==> config.mk <==
export PLATFORM = sky130hd
export DESIGN_NAME = twi_csr_bridge
export DESIGN_NICKNAME = d
export VERILOG_FILES = /design/src/rtl/twi_bridge_pkg.sv /design/src/rtl/twi_cmd_timer.sv /design/src/rtl/twi_reg_bank.sv /design/src/rtl/twi_csr_bridge.sv
export SDC_FILE = /design/constraint.sdc
export NUM_CORES = 1
export LEC_CHECK = 0
export BUFFER_PORTS_ARGS = -buffer_cell sky130_fd_sc_hd__buf_2
export CORE_ASPECT_RATIO = 0.9
export CORE_MARGIN = 2
export CORE_UTILIZATION = 45
export DETAILED_ROUTE_END_ITERATION = 8
export PLACE_DENSITY = 0.79
export SLEW_MARGIN = 20
export SYNTH_ARGS = -nofsm -noshare
export SYNTH_HDL_FRONTEND = slang
export SYNTH_SLANG_ARGS = --single-unit
==> constraint.sdc <==
create_clock -name clk -period 2.3 [get_ports clk]
set_input_delay 0.115 -clock clk [delete_from_list [all_inputs] [get_ports clk]]
set_output_delay 0.115 -clock clk [all_outputs]
set_load 0.01 [all_outputs]
==> src/rtl/twi_bridge_pkg.sv <==
package twi_bridge_pkg;
  localparam int WORD_W   = 64;
  localparam int BYTE_W   = 8;
  localparam int POS_GO   = 63;
  localparam int POS_OPHI = 59;
  localparam int POS_OPLO = 58;
  localparam int POS_RD   = 56;
  localparam int POS_SELH = 34;
  localparam int POS_SELL = 32;
  localparam int POS_IEN  = 6;
  localparam int POS_SDAF = 8;
  localparam int POS_SCLF = 9;

  localparam logic [1:0] OP_EXT   = 2'b11;
  localparam logic [1:0] OP_CLKHI = 2'b10;
  localparam logic [2:0] SEL_DATA = 3'd1;
  localparam logic [2:0] SEL_CTL  = 3'd2;
  localparam logic [2:0] SEL_CLK  = 3'd3;
  localparam logic [2:0] SEL_RST  = 3'd7;
  localparam logic [7:0] STAT_IDLE = 8'hF8;

  typedef struct packed {
    logic       rd;
    logic [1:0] op;
    logic [2:0] sel;
    logic [7:0] val;
  } cmd_t;
endpackage

==> src/rtl/twi_cmd_timer.sv <==
module twi_cmd_timer #(
  parameter int LAT = 3
) (
  input  logic clk,
  input  logic rst_n,
  input  logic start,
  output logic busy,
  output logic done
);
  localparam int CW = $clog2(LAT + 1) + 1;
  logic [CW-1:0] cnt;

  assign done = busy && (cnt == CW'(LAT - 1));

  always_ff @(posedge clk) begin
    if (!rst_n) begin
      busy <= 1'b0;
      cnt  <= '0;
    end else if (!busy) begin
      busy <= start;
      cnt  <= '0;
    end else if (done) begin
      busy <= 1'b0;
      cnt  <= '0;
    end else begin
      cnt <= cnt + 1'b1;
    end
  end

  a_r1_retire_on_time: assert property (@(posedge clk) disable iff (!rst_n)
    done |=> !busy);
  a_r1_busy_until_done: assert property (@(posedge clk) disable iff (!rst_n)
    (busy && !done) |=> busy);
endmodule

==> src/rtl/twi_reg_bank.sv <==
module twi_reg_bank
  import twi_bridge_pkg::*;
(
  input  logic       clk,
  input  logic       rst_n,
  input  logic       fire,
  input  cmd_t       cmd,
  input  logic       eng_stat_we,
  input  logic [7:0] eng_stat,
  output logic [7:0] rd_byte,
  output logic [7:0] ctl_q,
  output logic [7:0] data_q,
  output logic [7:0] clkctl_q,
  output logic [7:0] clkhi_q,
  output logic [7:0] stat_q
);
  logic ext_wr, hi_wr, soft_rst;

  assign ext_wr   = fire && !cmd.rd && (cmd.op == OP_EXT);
  assign hi_wr    = fire && !cmd.rd && (cmd.op == OP_CLKHI);
  assign soft_rst = ext_wr && (cmd.sel == SEL_RST);

  always_comb begin
    rd_byte = '0;
    if (cmd.op == OP_CLKHI) rd_byte = clkhi_q;
    else if (cmd.op == OP_EXT) begin
      case (cmd.sel)
        SEL_DATA: rd_byte = data_q;
        SEL_CTL:  rd_byte = ctl_q;
        SEL_CLK:  rd_byte = stat_q;
        default:  rd_byte = '0;
      endcase
    end
  end

  always_ff @(posedge clk) begin
    if (!rst_n) begin
      ctl_q    <= '0;
      data_q   <= '0;
      clkctl_q <= '0;
      clkhi_q  <= '0;
      stat_q   <= STAT_IDLE;
    end else begin
      if (ext_wr && cmd.sel == SEL_DATA) data_q   <= cmd.val;
      if (ext_wr && cmd.sel == SEL_CTL)  ctl_q    <= cmd.val;
      if (ext_wr && cmd.sel == SEL_CLK)  clkctl_q <= cmd.val;
      if (hi_wr)                         clkhi_q  <= cmd.val;
      if (soft_rst)                      stat_q   <= STAT_IDLE;
      else if (eng_stat_we)              stat_q   <= eng_stat;
    end
  end

  a_r6_reset_idle: assert property (@(posedge clk) disable iff (!rst_n)
    soft_rst |=> stat_q == STAT_IDLE);
  a_r10_engine_load: assert property (@(posedge clk) disable iff (!rst_n)
    (eng_stat_we && !soft_rst) |=> stat_q == $past(eng_stat));
  a_r8_no_touch: assert property (@(posedge clk) disable iff (!rst_n)
    (fire && !cmd.op[1]) |=> ($stable(ctl_q) && $stable(data_q) && $stable(clkctl_q) && $stable(clkhi_q)));
endmodule

==> src/rtl/twi_csr_bridge.sv <==
module twi_csr_bridge
  import twi_bridge_pkg::*;
#(
  parameter int LAT = 3,
  parameter int AW  = 5
) (
  input  logic          clk,
  input  logic          rst_n,
  input  logic          csr_we,
  input  logic [AW-1:0] csr_addr,
  input  logic [63:0]   csr_wdata,
  output logic [63:0]   csr_rdata,
  input  logic          eng_stat_we,
  input  logic [7:0]    eng_stat,
  output logic          irq,
  output logic          scl_force_low,
  output logic          sda_force_low,
  output logic [7:0]    ctl_q,
  output logic [7:0]    data_q,
  output logic [7:0]    clkctl_q,
  output logic [7:0]    clkhi_q
);
  localparam logic [AW-1:0] OFF_CMD = AW'(0);
  localparam logic [AW-1:0] OFF_INT = AW'(16);

  cmd_t       cmd_q, cmd_in;
  logic       busy, done, start, int_en;
  logic [7:0] rd_byte, stat_q;

  assign cmd_in = '{rd:  csr_wdata[POS_RD],
                    op:  csr_wdata[POS_OPHI:POS_OPLO],
                    sel: csr_wdata[POS_SELH:POS_SELL],
                    val: csr_wdata[7:0]};
  assign start = csr_we && (csr_addr == OFF_CMD) && csr_wdata[POS_GO] && !busy;

  twi_cmd_timer #(.LAT(LAT)) u_timer (
    .clk(clk), .rst_n(rst_n), .start(start), .busy(busy), .done(done));

  twi_reg_bank u_bank (
    .clk(clk), .rst_n(rst_n), .fire(done), .cmd(cmd_q),
    .eng_stat_we(eng_stat_we), .eng_stat(eng_stat), .rd_byte(rd_byte),
    .ctl_q(ctl_q), .data_q(data_q), .clkctl_q(clkctl_q),
    .clkhi_q(clkhi_q), .stat_q(stat_q));

  always_ff @(posedge clk) begin
    if (!rst_n) begin
      cmd_q         <= '0;
      int_en        <= 1'b0;
      scl_force_low <= 1'b0;
      sda_force_low <= 1'b0;
    end else begin
      if (start) cmd_q <= cmd_in;
      else if (done && cmd_q.rd) cmd_q.val <= rd_byte;
      if (csr_we && csr_addr == OFF_INT) begin
        int_en        <= csr_wdata[POS_IEN];
        scl_force_low <= csr_wdata[POS_SCLF];
        sda_force_low <= csr_wdata[POS_SDAF];
      end
    end
  end

  assign irq = int_en && (stat_q != STAT_IDLE);

  always_comb begin
    csr_rdata = '0;
    if (csr_addr == OFF_CMD) begin
      csr_rdata[POS_GO]            = busy;
      csr_rdata[POS_OPHI:POS_OPLO] = cmd_q.op;
      csr_rdata[POS_RD]            = cmd_q.rd;
      csr_rdata[POS_SELH:POS_SELL] = cmd_q.sel;
      csr_rdata[7:0]               = cmd_q.val;
    end else if (csr_addr == OFF_INT) begin
      csr_rdata[POS_IEN]  = int_en;
      csr_rdata[POS_SCLF] = scl_force_low;
      csr_rdata[POS_SDAF] = sda_force_low;
    end
  end

  a_r2_hold_while_busy: assert property (@(posedge clk) disable iff (!rst_n)
    (busy && !done) |=> $stable(cmd_q));
  a_r9_irq_gated: assert property (@(posedge clk) disable iff (!rst_n)
    irq |-> int_en);
  a_r1_start_sets_go: assert property (@(posedge clk) disable iff (!rst_n)
    start |=> busy);
endmodule

==> metrics.txt <==
# TYPE chip_impl_metric gauge
chip_impl_info{name="run_status",value="complete, no violations"} 1
chip_impl_metric{name="area.growth.synth_to_final",unit="%"} 17.8
chip_impl_metric{name="wl_per_cell",unit="um"} 13.7
chip_impl_info{name="clockRootBuffer",value="sky130_fd_sc_hd__clkbuf_8"} 1
chip_impl_metric{name="cts_hold_buf",unit=""} 1
chip_impl_metric{name="clk_skew",unit="ns"} 0.00736
chip_impl_metric{name="worst-path-buf-inv",unit=""} 1
chip_impl_metric{name="detail_route.drc_violations",unit=""} 0
chip_impl_metric{name="ir_worst_vdd",unit="uV"} 315
chip_impl_metric{name="die_footprint",unit="mm2"} 0.00782
chip_impl_metric{name="hold_viol",unit=""} 0
chip_impl_info{name="critical-path-slowest-cell",value="sky130_fd_sc_hd__or3_1"} 1
chip_impl_info{name="worst_path_dominant_cell_family",value="simple AND/OR/NAND/NOR gates"} 1
chip_impl_metric{name="slew-limit-headroom",unit="%"} 53.1
chip_impl_info{name="post_synth_most_frequent_cells",value="sky130_fd_sc_hd__dfxtp_1 (61), sky130_fd_sc_hd__buf_4 (51), sky130_fd_sc_hd__nand2_1 (43), sky130_fd_sc_hd__mux2i_1 (42), sky130_fd_sc_hd__nor2b_1 (20)"} 1
chip_impl_metric{name="rows",unit=""} 29
chip_impl_metric{name="grt_start_max_net_pins",unit=""} 44
chip_impl_metric{name="transition_time_at_the_pin_with_the_least_slew_margin",unit="ns"} 0.703
chip_impl_metric{name="min_tclk_post_route",unit="ns"} 1.94
chip_impl_info{name="setup_repair_after_global_routing_missed_its_margin",value="false"} 1
chip_impl_metric{name="finalSetupViolations",unit=""} 0
chip_impl_metric{name="synthArstFlopShare",unit="%"} 0
chip_impl_metric{name="via_count",unit=""} 2596
chip_impl_metric{name="synthesis.instances",unit=""} 350
chip_impl_info{name="crit_chain",value="inv_1, ha_1, and4bb_1, nand4_1, or3_1, mux2i_1"} 1
chip_impl_metric{name="cts_htree_levels",unit=""} 3
chip_impl_info{name="cts_tree",value="done"} 1
chip_impl_info{name="cp-end-kind",value="flip-flop"} 1
chip_impl_metric{name="critical-path-max-stage-delay",unit="ns"} 0.58
chip_impl_metric{name="yosys_warnings",unit=""} 0
chip_impl_metric{name="worst-path-max-fanout",unit=""} 8
chip_impl_metric{name="share_of_final_layout_standard_cells_stronger_than_drive_strength_1",unit="%"} 27.7
chip_impl_metric{name="p_total",unit="mW"} 2.26
chip_impl_metric{name="grt_first_pass_wirelength",unit="um"} 12000
chip_impl_metric{name="summed_instance_area_of_the_synthesized_netlist",unit="mm2"} 0.00321
chip_impl_metric{name="io_buffers",unit=""} 85
chip_impl_metric{name="synth.top_cell.area_share",unit="%"} 38.1
chip_impl_info{name="worst-setup-path-type",value="flip-flop to flip-flop"} 1
chip_impl_metric{name="globalplace.congestion",unit=""} 0.786
chip_impl_info{name="start_kind",value="flip-flop"} 1
chip_impl_metric{name="grt_antenna_before_repair",unit=""} 0
chip_impl_metric{name="cts_sinks",unit=""} 61
chip_impl_metric{name="postSynthAreaPerCell",unit="um2"} 9.16
chip_impl_metric{name="power-per-cell-area",unit="mW/mm2"} 599
chip_impl_metric{name="drt-initial-drc-count",unit=""} 150
chip_impl_metric{name="regToRegSetupSlack",unit="ns"} 0.36
chip_impl_info{name="count_leader_synth",value="sky130_fd_sc_hd__dfxtp_1"} 1
chip_impl_metric{name="finish.instance_area",unit="mm2"} 0.00378
chip_impl_metric{name="worstSkewPairLatency",unit="ns"} 0.33
chip_impl_metric{name="buffer_levels_on_the_longest_clock_path",unit=""} 2
chip_impl_metric{name="grt_pass1_vias",unit=""} 2417
chip_impl_metric{name="worst_slack",unit="ns"} 0.364
chip_impl_metric{name="drt-total-wl",unit="um"} 7280
chip_impl_metric{name="die_y",unit="um"} 84.1
chip_impl_metric{name="max_clock_freq",unit="MHz"} 517
chip_impl_info{name="synthDominantAreaCellType",value="sky130_fd_sc_hd__dfxtp_1"} 1
chip_impl_metric{name="dr.pass1.iters",unit=""} 4
chip_impl_metric{name="setup_total_negative_slack",unit="ns"} 0
chip_impl_metric{name="detailedPlacementHpwl",unit="um"} 5560
chip_impl_metric{name="floorplan.core_area",unit="mm2"} 0.00697
chip_impl_metric{name="timing.critical_path.arrival",unit="ns"} 2.14
chip_impl_metric{name="cts_repair_resize_count",unit=""} 0
chip_impl_metric{name="cts_post_setup_buffers_inserted",unit=""} 0
chip_impl_metric{name="final_min_period_over_clock_period",unit="%"} 84.2
chip_impl_metric{name="start_util",unit="%"} 46.0
chip_impl_metric{name="place_ws",unit="ns"} 0.399
chip_impl_info{name="path_category_of_the_worst_min_delay_check",value="input pin to flip-flop"} 1
chip_impl_metric{name="cap_violations",unit=""} 0
chip_impl_metric{name="ys_ff_latch",unit=""} 61
chip_impl_metric{name="top_level_ports",unit=""} 180
chip_impl_metric{name="final-max-slew-violation-count",unit=""} 0
chip_impl_metric{name="num-nets-final",unit=""} 518
chip_impl_metric{name="postRouteAntennaNets",unit=""} 0
chip_impl_metric{name="floorplan.die.width",unit="um"} 93.0
chip_impl_metric{name="synth-edff-count",unit=""} 0
chip_impl_metric{name="required",unit="ns"} 2.50
chip_impl_metric{name="cts_buffers",unit=""} 9
chip_impl_metric{name="antennaDiodeCount",unit=""} 0
chip_impl_metric{name="globalRouteTotalUtil",unit="%"} 19.3
chip_impl_metric{name="clk_pin_slew",unit="ns"} 0.07
chip_impl_metric{name="placement.cell_area",unit="mm2"} 0.00354
chip_impl_metric{name="yosysUniqueCellTypes",unit=""} 35
chip_impl_info{name="post_synth_main_area_contributors",value="sky130_fd_sc_hd__dfxtp_1 (38%), sky130_fd_sc_hd__mux2i_1 (13%), sky130_fd_sc_hd__buf_4 (12%)"} 1
chip_impl_metric{name="synth_sequential_area_ratio",unit="%"} 38.1
chip_impl_metric{name="avgViaCountPerCell",unit=""} 4.87
chip_impl_metric{name="final_util",unit="%"} 54.2
chip_impl_metric{name="leakagePower",unit="nW"} 1.83
chip_impl_metric{name="grt_remaining_overflow",unit=""} 0
chip_impl_info{name="synthFlopType",value="sky130_fd_sc_hd__dfxtp_1"} 1
-- final cells by class --
cell class / count / area (um2)
fillers: 638 / 3190
multi-input cells: 264 / 1690
flip-flops and latches: 61 / 1220
repair buffers: 97 / 518
clock buffers: 12 / 155
well taps: 93 / 116
clock inverters: 4 / 70.1
inverters: 2 / 7.51
-- path summary, 6_finish.rpt --
check | start | to | cells after the start
max reg2reg | u_timer.cnt[0] | u_bank.data_q[3] | 6
min reg2reg | u_bank.clkctl_q[1] | u_bank.clkctl_q[1] | 2
max | u_timer.cnt[0] | u_bank.data_q[3] | 6
min | eng_stat[4] | u_bank.stat_q[4] | 3
-- per-layer routing --
layer	GRT usage, %	vias up	share of wire (%)
met5	0	-	0
met3	5.42	7	8.5
met1	26.7	1203	45
met4	6.15	0	1.1
met2	29.2	112	45
li1	-	1274	-
-- worst reg2reg max path, delay by kind of cell, from the launching register on --
family	cells	cell delay, ns
DFF	1	0.33
adders and majority gates	1	0.21
buffers and inverters	1	0.07
muxes	1	0.19
and+or+nand+nor	3	0.99
-- logic make-up after synthesis --
family	Yosys count	synth area share (%)
AO/OA/AOI/OAI	43	9.48
AND/OR/NAND/NOR	120	20.2
flip-flops	61	38.1
other	1	0.117
buffers and inverters	71	14.7
multiplexers	52	16.6
adder cells (fa/ha/maj)	2	0.780
-- state kept, by name, summed over array words and instances, names as in the netlist --
signal           flops
cmd_q               14
sda_force_low        1
int_en               1
u_bank.clkhi_q       8
u_bank.ctl_q         8
u_bank.data_q        8
u_timer.cnt          3
scl_force_low        1
u_bank.stat_q        8
u_timer.busy         1
u_bank.clkctl_q      8
-- where the power goes --
part	leakage [nW]	switching, mW	internal [mW]
clock network	0.116	0.397	0.666
registers	0.493	0.00948	1.07
logic	1.22	0.0781	0.0455
-- stage by stage --
stage / std cells / hold slack (ns)
2_1_floorplan: 396 / 0.244
3_3_place_gp: 516 / 0.339
3_5_place_dp: 516 / 0.340
5_1_grt: 533 / 0.0161
6_report: 533 / 0.00829
4_1_cts: 533 / 0.00380
-- placed cells by master (no fill, tap or decap), types with 3 or more instances in the layout --
cell                       Yosys  routed
sky130_fd_sc_hd__and3_1        4       4
sky130_fd_sc_hd__a21boi_0      8       8
sky130_fd_sc_hd__clkbuf_8      0      11
sky130_fd_sc_hd__nand3_1      11      11
sky130_fd_sc_hd__o2111a_1      6       6
sky130_fd_sc_hd__a22oi_1       8       8
sky130_fd_sc_hd__nand3b_1      6       6
sky130_fd_sc_hd__nor2b_1      20      20
sky130_fd_sc_hd__nand2b_1      3       3
sky130_fd_sc_hd__a21oi_1       8       8
sky130_fd_sc_hd__nor2_1        8       8
sky130_fd_sc_hd__buf_2         4      85
sky130_fd_sc_hd__mux2_2        9       9
sky130_fd_sc_hd__nand2_1      43      43
sky130_fd_sc_hd__mux2i_1      42      42
sky130_fd_sc_hd__nand4_1       3       3
sky130_fd_sc_hd__conb_1        1      47
sky130_fd_sc_hd__buf_4        51      11
sky130_fd_sc_hd__and2_1       14      14
sky130_fd_sc_hd__o21ai_0       9       9
sky130_fd_sc_hd__dfxtp_1      61      61
No activity file was read; power rests on OpenSTA's default activity.
